$ cat src/rtl/bps_pkg.sv
package bps_pkg;

    typedef enum logic [2:0] {
        ST_IDLE,
        ST_CSOFF,
        ST_CMD,
        ST_DATA,
        ST_PAUSE,
        ST_DONE
    } bps_state_e;

    localparam logic [7:0] CMD_COL_HI = 8'h10;
    localparam logic [7:0] CMD_COL_LO = 8'h00;
    localparam logic [7:0] CMD_PAGE   = 8'hB0;
    localparam int         NUM_CMD    = 3;

endpackage

$ cat src/rtl/bps_shifter.sv
module bps_shifter #(
    parameter int HALF_CYC = 2
) (
    input  logic       clk,
    input  logic       rst_n,
    input  logic       load_i,
    input  logic [7:0] byte_i,
    output logic       sclk_o,
    output logic       sdo_o,
    output logic       busy_o,
    output logic       last_o
);
    localparam int CW = $clog2(HALF_CYC + 1);

    typedef struct packed {
        logic [7:0]    sh;
        logic [2:0]    bitn;
        logic          hi;
        logic [CW-1:0] cnt;
        logic          busy;
    } sh_t;

    sh_t sh_d, sh_q;
    logic half_end;

    assign half_end = (sh_q.cnt == CW'(HALF_CYC - 1));
    assign last_o   = sh_q.busy && sh_q.hi && half_end && (sh_q.bitn == 3'd0);
    assign sclk_o   = sh_q.busy && sh_q.hi;
    assign sdo_o    = sh_q.sh[7];
    assign busy_o   = sh_q.busy;

    always_comb begin
        sh_d = sh_q;
        if (sh_q.busy) begin
            if (half_end) begin
                sh_d.cnt = '0;
                if (!sh_q.hi) begin
                    sh_d.hi = 1'b1;
                end else begin
                    sh_d.hi = 1'b0;
                    if (sh_q.bitn == 3'd0) begin
                        sh_d.busy = 1'b0;
                    end else begin
                        sh_d.bitn = sh_q.bitn - 3'd1;
                        sh_d.sh   = {sh_q.sh[6:0], 1'b0};
                    end
                end
            end else begin
                sh_d.cnt = sh_q.cnt + CW'(1);
            end
        end
        if (load_i && (!sh_q.busy || last_o)) begin
            sh_d.sh   = byte_i;
            sh_d.bitn = 3'd7;
            sh_d.hi   = 1'b0;
            sh_d.cnt  = '0;
            sh_d.busy = 1'b1;
        end
    end

    always_ff @(posedge clk or negedge rst_n) begin
        if (!rst_n) sh_q <= '0;
        else        sh_q <= sh_d;
    end

    assert_load_ready_R6: assert property (@(posedge clk) disable iff (!rst_n)
        load_i |-> (!sh_q.busy || last_o));

    assert_data_hold_R5: assert property (@(posedge clk) disable iff (!rst_n)
        (sclk_o && $past(sclk_o)) |-> $stable(sdo_o));

    assert_seamless_R6: assert property (@(posedge clk) disable iff (!rst_n)
        (last_o && load_i) |=> (busy_o && !sclk_o));

endmodule

$ cat src/rtl/bps_seq.sv
module bps_seq
    import bps_pkg::*;
#(
    parameter int COLS      = 128,
    parameter int BAND_W    = 2,
    parameter int PAUSE_CYC = 500,
    parameter int CS_GAP    = 4,
    localparam int ADDR_W   = $clog2(2 * COLS)
) (
    input  logic              clk,
    input  logic              rst_n,
    input  logic              start_i,
    input  logic [BAND_W-1:0] band_i,
    input  logic              sh_busy_i,
    input  logic              sh_last_i,
    input  logic [7:0]        rd_data_i,
    output logic [ADDR_W-1:0] rd_addr_o,
    output logic              load_o,
    output logic [7:0]        byte_o,
    output logic              cs_n_o,
    output logic              a0_o,
    output logic              done_o
);
    localparam int IDX_W = $clog2(COLS) + 1;
    localparam int TW    = $clog2(PAUSE_CYC + CS_GAP + 1);

    typedef struct packed {
        bps_state_e        st;
        logic [BAND_W-1:0] band;
        logic              page;
        logic [IDX_W-1:0]  idx;
        logic [TW-1:0]     tmr;
        logic [ADDR_W-1:0] addr;
        logic              cs_n;
        logic              a0;
        logic              done;
    } seq_t;

    seq_t sq_d, sq_q;
    logic ready;
    logic [7:0] page_num;

    assign ready     = !sh_busy_i || sh_last_i;
    assign page_num  = 8'({sq_q.band, sq_q.page});
    assign rd_addr_o = sq_q.addr;
    assign cs_n_o    = sq_q.cs_n;
    assign a0_o      = sq_q.a0;
    assign done_o    = sq_q.done;

    always_comb begin
        load_o = 1'b0;
        byte_o = rd_data_i;
        if (sq_q.st == ST_CMD && ready && sq_q.idx < IDX_W'(NUM_CMD)) begin
            load_o = 1'b1;
            case (sq_q.idx[1:0])
                2'd0:    byte_o = CMD_COL_HI;
                2'd1:    byte_o = CMD_COL_LO;
                default: byte_o = CMD_PAGE | page_num;
            endcase
        end else if (sq_q.st == ST_DATA && ready && sq_q.idx < IDX_W'(COLS)) begin
            load_o = 1'b1;
        end
    end

    always_comb begin
        sq_d      = sq_q;
        sq_d.done = 1'b0;
        unique case (sq_q.st)
            ST_IDLE: begin
                sq_d.cs_n = 1'b1;
                if (start_i) begin
                    sq_d.band = band_i;
                    sq_d.page = 1'b0;
                    sq_d.tmr  = '0;
                    sq_d.a0   = 1'b0;
                    sq_d.st   = ST_CSOFF;
                end
            end
            ST_CSOFF: begin
                sq_d.tmr = sq_q.tmr + TW'(1);
                if (sq_q.tmr == TW'(CS_GAP - 1)) begin
                    sq_d.cs_n = 1'b0;
                    sq_d.idx  = '0;
                    sq_d.tmr  = '0;
                    sq_d.st   = ST_CMD;
                end
            end
            ST_CMD: begin
                if (load_o) begin
                    sq_d.idx = sq_q.idx + IDX_W'(1);
                    if (sq_q.idx == IDX_W'(NUM_CMD - 1))
                        sq_d.addr = sq_q.page ? ADDR_W'(COLS) : '0;
                end else if (ready && sq_q.idx == IDX_W'(NUM_CMD)) begin
                    sq_d.a0  = 1'b1;
                    sq_d.idx = '0;
                    sq_d.st  = ST_DATA;
                end
            end
            ST_DATA: begin
                if (load_o) begin
                    sq_d.idx  = sq_q.idx + IDX_W'(1);
                    sq_d.addr = sq_q.addr + ADDR_W'(1);
                end else if (ready && sq_q.idx == IDX_W'(COLS)) begin
                    sq_d.tmr = '0;
                    sq_d.st  = ST_PAUSE;
                end
            end
            ST_PAUSE: begin
                sq_d.tmr = sq_q.tmr + TW'(1);
                if (sq_q.tmr == TW'(PAUSE_CYC - 1)) begin
                    sq_d.cs_n = 1'b1;
                    sq_d.a0   = 1'b0;
                    sq_d.tmr  = '0;
                    if (!sq_q.page) begin
                        sq_d.page = 1'b1;
                        sq_d.st   = ST_CSOFF;
                    end else begin
                        sq_d.done = 1'b1;
                        sq_d.st   = ST_DONE;
                    end
                end
            end
            ST_DONE: sq_d.st = ST_IDLE;
            default: sq_d.st = ST_IDLE;
        endcase
    end

    always_ff @(posedge clk or negedge rst_n) begin
        if (!rst_n) begin
            sq_q      <= '0;
            sq_q.st   <= ST_IDLE;
            sq_q.cs_n <= 1'b1;
        end else begin
            sq_q <= sq_d;
        end
    end

    assert_done_cs_high_R8: assert property (@(posedge clk) disable iff (!rst_n)
        done_o |-> cs_n_o);

    assert_done_single_R8: assert property (@(posedge clk) disable iff (!rst_n)
        done_o |=> !done_o);

    assert_start_ignored_R9: assert property (@(posedge clk) disable iff (!rst_n)
        (start_i && sq_q.st != ST_IDLE) |=> $stable(sq_q.band));

    assert_cs_framing_R3: assert property (@(posedge clk) disable iff (!rst_n)
        sh_busy_i |-> !cs_n_o);

    assert_a0_steady_R3: assert property (@(posedge clk) disable iff (!rst_n)
        (sh_busy_i && !sh_last_i) |=> $stable(a0_o));

endmodule

$ cat src/rtl/band_page_streamer.sv
module band_page_streamer #(
    parameter int COLS      = 128,
    parameter int BAND_W    = 2,
    parameter int HALF_CYC  = 2,
    parameter int PAUSE_CYC = 500,
    parameter int CS_GAP    = 4,
    localparam int ADDR_W   = $clog2(2 * COLS)
) (
    input  logic              clk,
    input  logic              rst_n,
    input  logic              start_i,
    input  logic [BAND_W-1:0] band_i,
    output logic [ADDR_W-1:0] rd_addr_o,
    input  logic [7:0]        rd_data_i,
    output logic              cs_n_o,
    output logic              a0_o,
    output logic              sclk_o,
    output logic              sdo_o,
    output logic              done_o
);
    logic       load;
    logic [7:0] load_byte;
    logic       sh_busy;
    logic       sh_last;

    bps_seq #(
        .COLS      (COLS),
        .BAND_W    (BAND_W),
        .PAUSE_CYC (PAUSE_CYC),
        .CS_GAP    (CS_GAP)
    ) u_seq (
        .clk       (clk),
        .rst_n     (rst_n),
        .start_i   (start_i),
        .band_i    (band_i),
        .sh_busy_i (sh_busy),
        .sh_last_i (sh_last),
        .rd_data_i (rd_data_i),
        .rd_addr_o (rd_addr_o),
        .load_o    (load),
        .byte_o    (load_byte),
        .cs_n_o    (cs_n_o),
        .a0_o      (a0_o),
        .done_o    (done_o)
    );

    bps_shifter #(
        .HALF_CYC (HALF_CYC)
    ) u_shifter (
        .clk    (clk),
        .rst_n  (rst_n),
        .load_i (load),
        .byte_i (load_byte),
        .sclk_o (sclk_o),
        .sdo_o  (sdo_o),
        .busy_o (sh_busy),
        .last_o (sh_last)
    );

    assert_idle_clock_low_R1: assert property (@(posedge clk) disable iff (!rst_n)
        cs_n_o |-> !sclk_o);

endmodule

$ cat config.mk
export PLATFORM = sky130hd
export DESIGN_NAME = band_page_streamer
export DESIGN_NICKNAME = d
export VERILOG_FILES = /design/src/rtl/bps_pkg.sv /design/src/rtl/bps_shifter.sv /design/src/rtl/bps_seq.sv /design/src/rtl/band_page_streamer.sv
export SDC_FILE = /design/constraint.sdc
export NUM_CORES = 1
export LEC_CHECK = 0
export ABC_AREA = 1
export BUFFER_PORTS_ARGS = -buffer_cell sky130_fd_sc_hd__clkbuf_2
export CORE_AREA = 2 2 114 116
export DETAILED_ROUTE_END_ITERATION = 10
export DIE_AREA = 0 0 116 118
export GPL_TIMING_DRIVEN = 0
export PLACE_DENSITY = 0.39
export SLEW_MARGIN = 10
export SYNTH_ARGS = -nofsm -noshare
export SYNTH_HDL_FRONTEND = slang
export SYNTH_SLANG_ARGS = --single-unit
export TNS_END_PERCENT = 30
$ cat constraint.sdc
create_clock -name clk -period 2.3 [get_ports clk]
set_clock_uncertainty 0.05 [all_clocks]
set_input_delay 0.46 -clock clk [delete_from_list [all_inputs] [get_ports clk]]
set_output_delay 0.46 -clock clk [all_outputs]
set_load 0.005 [all_outputs]
# [Word-level counts from Yosys, hierarchy flattened]
# Cells that the tools add are included.
[totals] register_bits=49 in_bits=13
[classes] add_sub_neg=5 order_cmp=2 eq_ne=23 muxes=49 reduce_logical=34
[ops] cell="$mux W8" n=8
[ops] cell="$mux W9" n=4
[ops] cell="$pmux W9 S4" n=1
[ops] cell="$pmux W8 S2" n=2
[ops] cell="$mux W15" n=2
[ops] cell="$mux W3" n=8
[ops] cell="$pmux W8 S3" n=1
[ops] cell="$mux W11" n=2
[ops] cell="$mux W17" n=1
[ops] cell="$add A8 B1 Y8 const B" n=2
[ops] cell="$eq A8 B2 Y1 const B" n=2
[ops] cell="$reduce_and A4 Y1" n=4
[ops] cell="$pmux W3 S5" n=1
[ops] cell="$ne A2 B2 Y1 const B" n=7
[ops] cell="$mux W1" n=13
[ops] cell="$mux W12" n=1
[ops] cell="$logic_and A1 B1 Y1" n=10
[ops] cell="$reduce_bool A2 Y1" n=5
[ops] cell="$add A9 B1 Y9 const B" n=1
[ops] cell="$eq A9 B2 Y1 const B" n=1
[ops] cell="$eq A9 B9 Y1 const B" n=1
[ops] cell="$reduce_bool A3 Y1" n=3
[ops] cell="$eq A8 B8 Y1 const B" n=1
[ops] cell="$lt A8 B2 Y1 const B" n=1
[ops] cell="22 further kinds" n=31

# [Longest topological paths before layout]
# Gate-level depths: netlist (run 1).
[depth] depth_word=11 mapped_depth=14 depth_no_buf=14

# [By module]
# Synthesis (run 1) repeated with hierarchy kept, for this count alone.
[unflattened] hier_cells=407 area_unflattened_um2=3143.0
[by_module_without_submodules] mod="bps_seq" instances=1 cells_each=317 area_each_um2=2341.0
[by_module_without_submodules] mod="bps_shifter" instances=1 cells_each=90 area_each_um2=802.0

# [Worst setup path before layout (run 1)]
# OpenSTA, ideal clock, no wires.
[synth_timing] kind="register -> register" from="register u_shifter.sh_q[4] (netlist name)" to="register u_seq.sq_q[32] (netlist name)" setup_ns=0.117 arrival_ns=1.653 required_time_ns=2.133 path_slack_ns=0.480 stages_incl_launch_ff=15 period_less_slack_ns=1.820 cell_sequence="dfrtp_1 inv_1 ha_1 ha_1 nand2_1 inv_1 nand2_1 nand2_2 buf_2 nand3_2 nand2_1 nor2_1 nand2_1 nand2_1 nand2_1"
[synth_between] elab_chain_len=9 elab_cells_between_ends=16 cone_classes="4 x eq/ne; 2 x mux; 10 x reduce/logical"
[synth_lines] element="start, declared" line_no="bps_shifter.sv:23" text="sh_t sh_d, sh_q;"
[synth_lines] element="start signal, assigned" line_no="bps_shifter.sv:62" text="if (!rst_n) sh_q <= '0;"
[synth_lines] element="start signal, assigned" line_no="bps_shifter.sv:63" text="else sh_q <= sh_d;"
[synth_lines] element="$logic_not A3 Y1 *" line_no="bps_shifter.sv:27" text="assign last_o = sh_q.busy && sh_q.hi && half_end && (sh_q.bitn == 3'd0);"
[synth_lines] element="$logic_and A1 B1 Y1 *" line_no="bps_shifter.sv:27"
[synth_lines] element="$logic_or A1 B1 Y1 *" line_no="bps_seq.sv:43" text="assign ready = !sh_busy_i || sh_last_i;"
[synth_lines] element="$logic_and A1 B1 Y1 (2 in a row)" line_no="bps_seq.sv:60" text="end else if (sq_q.st == ST_DATA && ready && sq_q.idx < IDX_W'(COLS)) begin"
[synth_lines] element="$mux W1" line_no="bps_seq.sv:60"
[synth_lines] element="$mux W1" line_no="bps_seq.sv:53" text="if (sq_q.st == ST_CMD && ready && sq_q.idx < IDX_W'(NUM_CMD)) begin"
[synth_lines] element="$ne A2 B2 Y1 (no source line)"
[synth_lines] element="$reduce_and A7 Y1 (no source line) *"
[synth_lines] element="end signal, assigned" line_no="bps_seq.sv:134" text="sq_q <= sq_d;"
[synth_lines] element="end, declared" line_no="bps_seq.sv:39" text="seq_t sq_d, sq_q;"
# Every way passes the cells marked *; elsewhere a longest branch is shown, timed or not.
# A chain may end at the register's enable or synchronous reset.

# [Final worst setup path (run 1)]
[layout_timing] from="register u_shifter.sh_q[4] (netlist name)" to="register u_seq.sq_q[18] (netlist name)"
[layout_between] elab_chain_len=9 elab_cells_between_ends=13 cone_classes="2 x eq/ne; 2 x mux; 9 x reduce/logical"
[layout_lines] element="$logic_not A3 Y1 *" line_no="bps_shifter.sv:27"
[layout_lines] element="$logic_and A1 B1 Y1 *" line_no="bps_shifter.sv:27"
[layout_lines] element="$logic_or A1 B1 Y1 *" line_no="bps_seq.sv:43"
[layout_lines] element="$logic_and A1 B1 Y1 (2 in a row)" line_no="bps_seq.sv:60"
[layout_lines] element="$mux W1" line_no="bps_seq.sv:60"
[layout_lines] element="$mux W1" line_no="bps_seq.sv:53"
[layout_lines] element="$ne A2 B2 Y1 (no source line)"
[layout_lines] element="$reduce_and A4 Y1 (no source line) *"
# Marked as above.

==> results.sh, run 1 <==
export IMPL_num_io_pins=26
export IMPL_drive_above_1_share=0.1733
export IMPL_dr_pass1_iters=4
export IMPL_synth_area_leaders="dfrtp_1 39%, nand2_1 19%, nand3_1 5.2%"
export IMPL_dieArea_um2=13690
export IMPL_cts_tree="built"
export IMPL_synth_edf_count=0
export IMPL_rsz0062_at_grt="no"
export IMPL_nNetsFinal=471
export IMPL_hpwl_mm=5.596
export IMPL_coreArea_um2=12410
export IMPL_post_synth_top_area_fraction=0.3906
export IMPL_port_buffers=25
export IMPL_worstHoldPathType="in -> async"
export IMPL_antenna_found_initial=0
export IMPL_vias=2666
export IMPL_root_buffer="clkbuf_16"
export IMPL_powerDensity_nw_per_um2=458.2
export IMPL_post_route_period_util=0.9024
export IMPL_ys_ff_latch=49
export IMPL_htreeDepth=2
export IMPL_synthFlopType="dfrtp_1"
export IMPL_routed_wl_mm=7.612
export IMPL_finalMaxSlewViolations=0
export IMPL_yosysWarnings=0
export IMPL_yosys_area_top_type="dfrtp_1"
export IMPL_grt_pass1_vias=2650
export IMPL_gr_total_overflow=0
export IMPL_syn_avg_cell_area_um2=7.375
export IMPL_r2r_start="u_shifter.sh_q[4]"
export IMPL_wl_met2_mm=3.408
export IMPL_startpoint="u_shifter.sh_q[4]"
export IMPL_cts_made_buffers=5
export IMPL_timing_worst_setup_path_type="reg -> reg"
export IMPL_fmax_mhz=481.8
export IMPL_layout_min_cycle_time_ns=2.075
export IMPL_syn_num_nets=439
export IMPL_drt_iter0_drc=150
export IMPL_pre_cts_ws_ns=0.1222
export IMPL_synth_top_family_by_area="simple AND/OR/NAND/NOR gates"
export IMPL_holdBufCountCts=0
export IMPL_initial_core_util=0.2477
export IMPL_crit_path_end="u_seq.sq_q[18]"
export IMPL_gp_congestion=0.8006
export IMPL_setup_viol=0
export IMPL_cp_required_ns=2.48
export IMPL_synth_cells=417
export IMPL_max_slew_worst_pin_slew_ns=0.7492
export IMPL_ant_nets=0
export IMPL_path_max_fanout=10
export IMPL_grt_pass1_wl_mm=13.20
export IMPL_topRoutingLayerUsed="met4"
export IMPL_r2r_cells=13
export IMPL_outcome="complete, no violations"
export IMPL_numClockSinks=49
export IMPL_fill_cells=1388
export IMPL_clockBufferDepth=2
export IMPL_hold_viol=0
export IMPL_drv_cap=0
export IMPL_fin_tns_setup_ns=0
export IMPL_die_h_um=118
export IMPL_regToRegSetupSlack_ns=0.22
export IMPL_vias_per_cell=4.286
export IMPL_synth_xor_area_share=0.02278
export IMPL_diodes=0
export IMPL_yosys_mux_area_fraction=0
export IMPL_synth_seq_area_share=0.3991
export IMPL_remaining_drc_errors=0
export IMPL_fin_ws_ns=0.2245
export IMPL_synth_compound_area_frac=0.06387
export IMPL_synthAdderAreaFrac=0.03662
export IMPL_die_x_um=116
export IMPL_wl_per_cell_um=12.24
export IMPL_grt_max_degree=50
export IMPL_cp_end_kind="flop"
export IMPL_leakagePower_nw=1.816
export IMPL_maxSlewHeadroom=0.5005
export IMPL_synth_simple_area_share=0.3975
export IMPL_wl_met1_mm=3.799
export IMPL_crit_path_start_kind="flop"
export IMPL_ys_top_cells_by_count="152 x nand2_1, 48 x dfrtp_1, 36 x inv_1"
export IMPL_r2r_end="u_seq.sq_q[18]"
export IMPL_clk_pin_slew_ns=0.07
export IMPL_clk_latency_ns=0.29
export IMPL_ys_types=38
export IMPL_rows=41
export IMPL_critical_path_arrival_ns=2.26
export IMPL_peakVddDrop_mv=0.2050
export IMPL_yosysMostFrequentCell="nand2_1"
export IMPL_async_reset_ff_frac=1.000
export IMPL_syn_area_um2=3075
export IMPL_syn_to_final_growth_pct=16.35
export IMPL_met3_length_um=258
export IMPL_grt_use_total=0.1225
==> layout make-up <==
class,instances,area [µm²],area share
multi-input combinational,314,1625,0.4542
sequential,49,1227,0.3430
tap,172,215.2,0.06014
inverter,41,153.9,0.04301
clock buffer,8,136.4,0.03811
timing repair buffer,25,127.6,0.03566
buffer,13,92.59,0.02587
==> power by group <==
part	switching [mW]	leakage [nW]	internal (mW)
Sequential	0.000566	0.613	0.864
Combinational	0.0272	1.14	0.0104
Clock	0.332	0.0652	0.406
Total	0.360	1.82	1.28
==> flip-flops by register name, indices dropped and copies added, names as in the netlist <==
signal,cells
u_seq.a0_o,1
u_seq.cs_n_o,1
u_seq.done_o,1
u_seq.page_num,3
u_seq.rd_addr_o,8
u_seq.sq_q,20
u_shifter.busy_o,1
u_shifter.sdo_o,1
u_shifter.sh_q,13
==> kinds of logic after synthesis <==
kind of cell,after synthesis
flops,49
simple gates,263
buf+inv,54
compound gates,34
fa+ha+maj,9
xor+xnor,8
==> worst max-delay path: stages (launching register included) <==
cell and delay [ns]:
dfrtp_1 0.36, inv_1 0.05, ha_1 0.19, ha_1 0.19, nand2_1 0.06, inv_1 0.03, nand2_1 0.07, nand2_2 0.11
buf_2 0.23, a21oi_2 0.23, nor2_1 0.06, nand2_1 0.22, nand2_1 0.09, nand3_1 0.07
==> timing repair <==
action | CTS | global route
setup buffers | 0 | 0
endpoints found under the setup margin | 0 | 10
resized for setup | 0 | 4
==> per-stage QoR <==
step	hold WS (ns)	cells	cell area (µm²)	utilization	total power [mW]
global route	0.2783	622	3578	0.2882	1.715
floorplan	0.1144	417	3075	-	0.8867
CTS	0.2574	622	3555	0.2863	1.674
global placement	0.4140	614	3416	0.2751	0.9205
finish	0.2141	622	3578	0.2882	1.640
detailed placement	0.4205	614	3418	0.2753	0.9214
==> metal layers <==
metal	up-vias	GRT usage
met5	-	0
met2	32	0.1893
li1	1389	-
met4	0	0.03869
met1	1231	0.1681
met3	14	0.02884
==> worst min path at each step <==
stage | end | slack, ns
2_1_floorplan | u_seq.a0_o | 0.11
3_3_place_gp | u_shifter.sh_q[11] | 0.41
3_5_place_dp | u_seq.cs_n_o | 0.42
4_1_cts | u_seq.sq_q[23] | 0.26
5_1_grt | u_seq.sq_q[23] | 0.28
6_report | u_seq.sq_q[23] | 0.21
==> cell usage in the layout, fill, tap and decap left out, types with 3 or more instances in the layout <==
master     count
a21oi_1        3
buf_4          9
clkbuf_1       4
clkbuf_16      5
clkbuf_2      24
dfrtp_1       48
ha_1           9
inv_1         36
inv_2          5
nand2_1      152
nand2_2        6
nand3_1       32
nand3_2        3
nand3b_1       4
nand4_1       13
nor2_1        28
nor2_2         5
nor2_4         4
nor3_1         5
o21ai_0       17
o21ai_1        4
or2_2          3
xor2_1         6
(Power assumes the default switching activity.)
==> run 2: changes to the inputs <==
Clock period 2.3 ns to 2.1 ns, I/O delays scaled along.
==> results.sh, run 2 (same netlist as run 1, synthesis figures left out) <==
export IMPL_outcome="complete, no violations"
export IMPL_fmax_mhz=516.1
export IMPL_worstPathCellList="inv_1 -> ha_1 -> ha_1 -> nand2_1 -> inv_1 -> nand2_1 -> nand2_4 -> nand2_4 -> nand3_2 -> nand3_1 -> buf_4 -> nand2_1 -> nand2_1"
export IMPL_nNetsFinal=472
export IMPL_whs_ns=0.1688
export IMPL_cts_tree="built"
export IMPL_finalPower_mw=1.794
export IMPL_rows=41
export IMPL_peakVddDrop_mv=0.2223
export IMPL_rsz0062_at_grt="yes"
export IMPL_holdBufCountCts=0
export IMPL_numClockSinks=49
export IMPL_ant_nets=0
export IMPL_timing_worst_setup_path_type="reg -> reg"
export IMPL_grt_pass1_wl_mm=13.21
export IMPL_largest_reg_flops=20
export IMPL_cp_required_ns=2.28
export IMPL_fill_cells=1387
export IMPL_die_x_um=116
export IMPL_final_common_cell="nand2_1"
export IMPL_grt_use_total=0.1226
export IMPL_path_max_fanout=10
export IMPL_seqCellArea_um2=1229
export IMPL_num_io_pins=26
export IMPL_powerDensity_nw_per_um2=494.0
export IMPL_hold_viol=0
export IMPL_cts_made_buffers=5
export IMPL_wl_per_cell_um=12.29
export IMPL_gr_total_overflow=0
export IMPL_max_slew_worst_pin_slew_ns=0.7406
export IMPL_routed_wl_mm=7.658
export IMPL_dr_pass1_iters=4
export IMPL_slowest_delay_ns=0.36
export IMPL_layout_min_cycle_time_ns=1.938
export IMPL_initial_core_util=0.2477
export IMPL_leakagePower_nw=1.834
export IMPL_drive_above_1_share=0.1885
export IMPL_drv_cap=0
export IMPL_gp_congestion=0.8006
export IMPL_cpMostUsedCell="nand2_1"
export IMPL_grt_max_degree=50
export IMPL_multi_input_area_um2=1662
export IMPL_worstHoldPathType="in -> async"
export IMPL_fin_ws_ns=0.1625
export IMPL_syn_to_final_growth_pct=18.10
export IMPL_path_buf_inv=3
export IMPL_maxSlewHeadroom=0.5063
export IMPL_coreArea_um2=12410
export IMPL_vias=2689
export IMPL_antenna_found_initial=0
export IMPL_final_cell_mix="151 x nand2_1, 47 x dfrtp_1, 35 x inv_1"
export IMPL_top_register="u_seq.sq_q"
export IMPL_crit_path_start_kind="flop"
export IMPL_finalMaxSlewViolations=0
export IMPL_htreeDepth=2
export IMPL_pre_cts_ws_ns=-0.07779
export IMPL_critical_path_arrival_ns=2.12
export IMPL_drt_iter0_drc=145
export IMPL_die_h_um=118
export IMPL_clk_latency_ns=0.29
export IMPL_root_buffer="clkbuf_16"
export IMPL_crit_family="simple AND/OR/NAND/NOR gates"
export IMPL_setup_viol=0
export IMPL_clockBufferDepth=2
export IMPL_cp_end_kind="flop"
export IMPL_diodes=0
export IMPL_hpwl_mm=5.596
export IMPL_cp_slowest_cell="dfrtp_1"
export IMPL_remaining_drc_errors=0
export IMPL_vias_per_cell=4.316
export IMPL_post_route_period_util=0.9226
export IMPL_place_area_um2=3418
export IMPL_clk_pin_slew_ns=0.06
export IMPL_port_buffers=25
export IMPL_dieArea_um2=13690
export IMPL_grt_pass1_vias=2649
export IMPL_fin_area_um2=3632
-- run 2: power by group --
group	switching, mW	total (mW)	internal, mW
combinational	0.0295	0.0408	0.0114
clock	0.362	0.807	0.445
sequential	0.000621	0.946	0.946
total	0.392	1.79	1.40
-- run 2: timing repair --
item                                   CTS  global route
setup endpoints to repair               18            40
endpoints found under the hold margin    0             0
buffers inserted                         0             1
pin swaps                                0             1
gates resized for setup                  4            14
-- run 2: metrics by stage --
step | std cells | TNS (ns) | utilization
2_1_floorplan | 417 | 0 | -
3_3_place_gp | 614 | -0.4605 | 0.2751
3_5_place_dp | 614 | -0.4361 | 0.2753
4_1_cts | 622 | -0.01938 | 0.2882
5_1_grt | 623 | -0.1380 | 0.2926
6_report | 623 | 0 | 0.2926
-- run 2: final timing paths --
kind / start / endpoint / slack (ns) / cells after the start
setup / recovery: u_shifter.sh_q[4] / u_shifter.sh_q[4] / 0.16 / 13
hold / removal: rst_n / u_seq.sq_q[23] / 0.17 / 1
setup reg to reg: u_shifter.sh_q[4] / u_shifter.sh_q[4] / 0.16 / 13
hold reg to reg: u_seq.cs_n_o / u_seq.cs_n_o / 0.43 / 2
max in group asynchronous: rst_n / u_seq.sq_q[20] / 1.32 / 1
min in group clk: band_i[0] / u_seq.page_num[1] / 0.31 / 3
-- run 2: area by class of cell --
| class | instances | share of cell area |
|---|---|---|
| Multi-Input combinational cell | 314 | 0.4575 |
| Sequential cell | 49 | 0.3383 |
| Timing Repair Buffer | 26 | 0.03720 |
| Tap cell | 172 | 0.05925 |
| Clock buffer | 8 | 0.03755 |
| Buffer | 13 | 0.02790 |
| Inverter | 41 | 0.04237 |
-- run 2: routing by layer --
layer | track usage | wire [µm] | share of wire
met3 | 0.02884 | 327 | 0.043
met1 | 0.1681 | 3706 | 0.48
met4 | 0.03869 | 142 | 0.019
met2 | 0.1897 | 3482 | 0.45
met5 | 0 | 0 | 0
==> run 3: changes to the inputs <==
Settings changed: SETUP_SLACK_MARGIN from default to 0.4.
==> results.sh, run 3 (same netlist as run 1, synthesis figures left out) <==
export IMPL_rsz0062_at_grt="yes"
export IMPL_timing_worst_setup_path_type="reg -> reg"
export IMPL_leakagePower_nw=1.976
export IMPL_final_common_cell="nand2_1"
export IMPL_largest_reg_flops=20
export IMPL_clockBufferDepth=2
export IMPL_critical_path_arrival_ns=2.05
export IMPL_ant_nets=0
export IMPL_seqCellArea_um2=1229
export IMPL_path_max_fanout=7
export IMPL_coreArea_um2=12410
export IMPL_grt_pass1_vias=2747
export IMPL_root_buffer="clkbuf_16"
export IMPL_setup_viol=0
export IMPL_wl_per_cell_um=12.86
export IMPL_p_int_mw=1.402
export IMPL_vias_per_cell=4.313
export IMPL_diodes=0
export IMPL_num_io_pins=26
export IMPL_drive_above_1_share=0.2812
export IMPL_pwr_share_clk=0.449
export IMPL_die_h_um=118
export IMPL_antenna_found_initial=0
export IMPL_gp_congestion=0.7583
export IMPL_grt_max_degree=50
export IMPL_nNetsFinal=494
export IMPL_switching_share=0.2184
export IMPL_drv_cap=0
export IMPL_die_x_um=116
export IMPL_peakVddDrop_mv=0.2491
export IMPL_grt_pass1_wl_mm=13.46
export IMPL_grt_use_total=0.1231
export IMPL_powerDensity_nw_per_um2=445.1
export IMPL_cp_end_kind="flop"
export IMPL_place_area_um2=3471
export IMPL_multi_input_area_um2=1839
export IMPL_routed_wl_mm=8.297
export IMPL_worstPathCellList="inv_2 -> ha_4 -> ha_4 -> nand2_2 -> inv_2 -> nand2_2 -> nand2_4 -> buf_12 -> nand2_8 -> nand2_8 -> nor2_4 -> nor2_4 -> nand2_1 -> nand2_1"
export IMPL_rows=41
export IMPL_dr_pass1_iters=4
export IMPL_gr_total_overflow=0
export IMPL_remaining_drc_errors=0
export IMPL_worstHoldPathType="in -> async"
export IMPL_slowest_delay_ns=0.37
export IMPL_switchingPower_mw=0.3917
export IMPL_finalMaxSlewViolations=0
export IMPL_top_register="u_seq.sq_q"
export IMPL_numClockSinks=49
export IMPL_crit_path_start_kind="flop"
export IMPL_max_slew_worst_pin_slew_ns=0.7245
export IMPL_htreeDepth=2
export IMPL_final_cell_mix="137 x nand2_1, 47 x dfrtp_1, 31 x inv_1, 31 x nand3_1"
export IMPL_port_buffers=25
export IMPL_cts_tree="built"
export IMPL_clk_latency_ns=0.29
export IMPL_initial_core_util=0.2477
export IMPL_cp_required_ns=2.24
export IMPL_post_route_period_util=0.9129
export IMPL_fill_cells=1331
export IMPL_power_frac_comb=0.023
export IMPL_fin_tns_setup_ns=0
export IMPL_maxSlewHeadroom=0.5170
export IMPL_fin_area_um2=4030
export IMPL_dieArea_um2=13690
export IMPL_cp_slowest_cell="dfrtp_1"
export IMPL_drt_iter0_drc=148
export IMPL_layout_min_cycle_time_ns=1.917
export IMPL_hpwl_mm=5.689
export IMPL_syn_to_final_growth_pct=31.04
export IMPL_outcome="complete, no violations"
export IMPL_fmax_mhz=521.6
export IMPL_final_util=0.3246
export IMPL_seqPwrFrac=0.528
export IMPL_cts_made_buffers=5
export IMPL_clk_pin_slew_ns=0.07
export IMPL_vias=2782
export IMPL_hold_viol=0
[run 3: cell count changes in the layout (fill, tap and decap cells not counted), sizes merged]
cell	change
nand2	+1
buf	+20
nor2	+1
[run 3: worst paths after layout]
kind / from / end / slack, ns / cells after the start
setup / recovery: u_shifter.sh_q[5] / u_shifter.sh_q[8] / 0.18 / 14
hold / removal: rst_n / u_seq.sq_q[16] / 0.16 / 1
setup reg to reg: u_shifter.sh_q[5] / u_shifter.sh_q[8] / 0.18 / 14
hold reg to reg: u_seq.cs_n_o / u_seq.cs_n_o / 0.42 / 2
max in group asynchronous: rst_n / u_seq.sq_q[20] / 1.33 / 1
min in group clk: band_i[0] / u_seq.page_num[1] / 0.33 / 3
[run 3: power groups by stage]
stage          Combinational (mW)  Sequential, mW  Clock (mW)
2_1_floorplan             0.00658           0.965           0
3_3_place_gp               0.0432           0.965           0
3_5_place_dp               0.0445           0.964           0
4_1_cts                    0.0443           0.946       0.844
5_1_grt                    0.0486           0.946       0.878
6_report                   0.0412           0.946       0.806
[run 3: routing by layer]
metal,vias to the layer above,share of wire,global-route usage
met4,0,0.021,0.04167
met5,-,0,0
met1,1295,0.49,0.1648
li1,1446,-,-
met3,11,0.023,0.02369
met2,30,0.47,0.1974
[run 3: critical path: cells and delay by family, from the launching register on]
family                   cells  cell delay (ns)
AND/OR/NAND/NOR              9             0.84
adder cells (fa/ha/maj)      2             0.31
buffers and inverters        3             0.23
flip-flops                   1             0.37
[run 3: layout make-up]
cell class | count | area share
Multi-Input combinational cell | 316 | 0.4564
Sequential cell | 49 | 0.3049
Timing Repair Buffer | 46 | 0.08476
Tap cell | 172 | 0.05340
Inverter | 41 | 0.03881
Clock buffer | 8 | 0.03384
Buffer | 13 | 0.02794
[run 3: repair_timing]
| action | 4_1_cts | 5_1_grt |
|---|---|---|
| hold endpoints to repair | 0 | 0 |
| pin swaps | 6 | 24 |
| endpoints found under the setup margin | 45 | 47 |
| setup buffers | 8 | 11 |
| cloned | 1 | 3 |
| hold buffers | 0 | 0 |
| gates resized for setup | 15 | 42 |
[run 3: per-stage QoR]
stage	setup WS [ns]	total power, mW	hold WS [ns]	std cells
final	0.1830	1.794	0.1620	645
after CTS	0.1629	1.834	0.2049	631
after detailed placement	0.02803	1.009	0.4161	614
after global routing	0.09238	1.872	0.2268	645
after global placement	0.006897	1.008	0.4158	614
after floorplan	0.3493	0.9712	0.07441	417
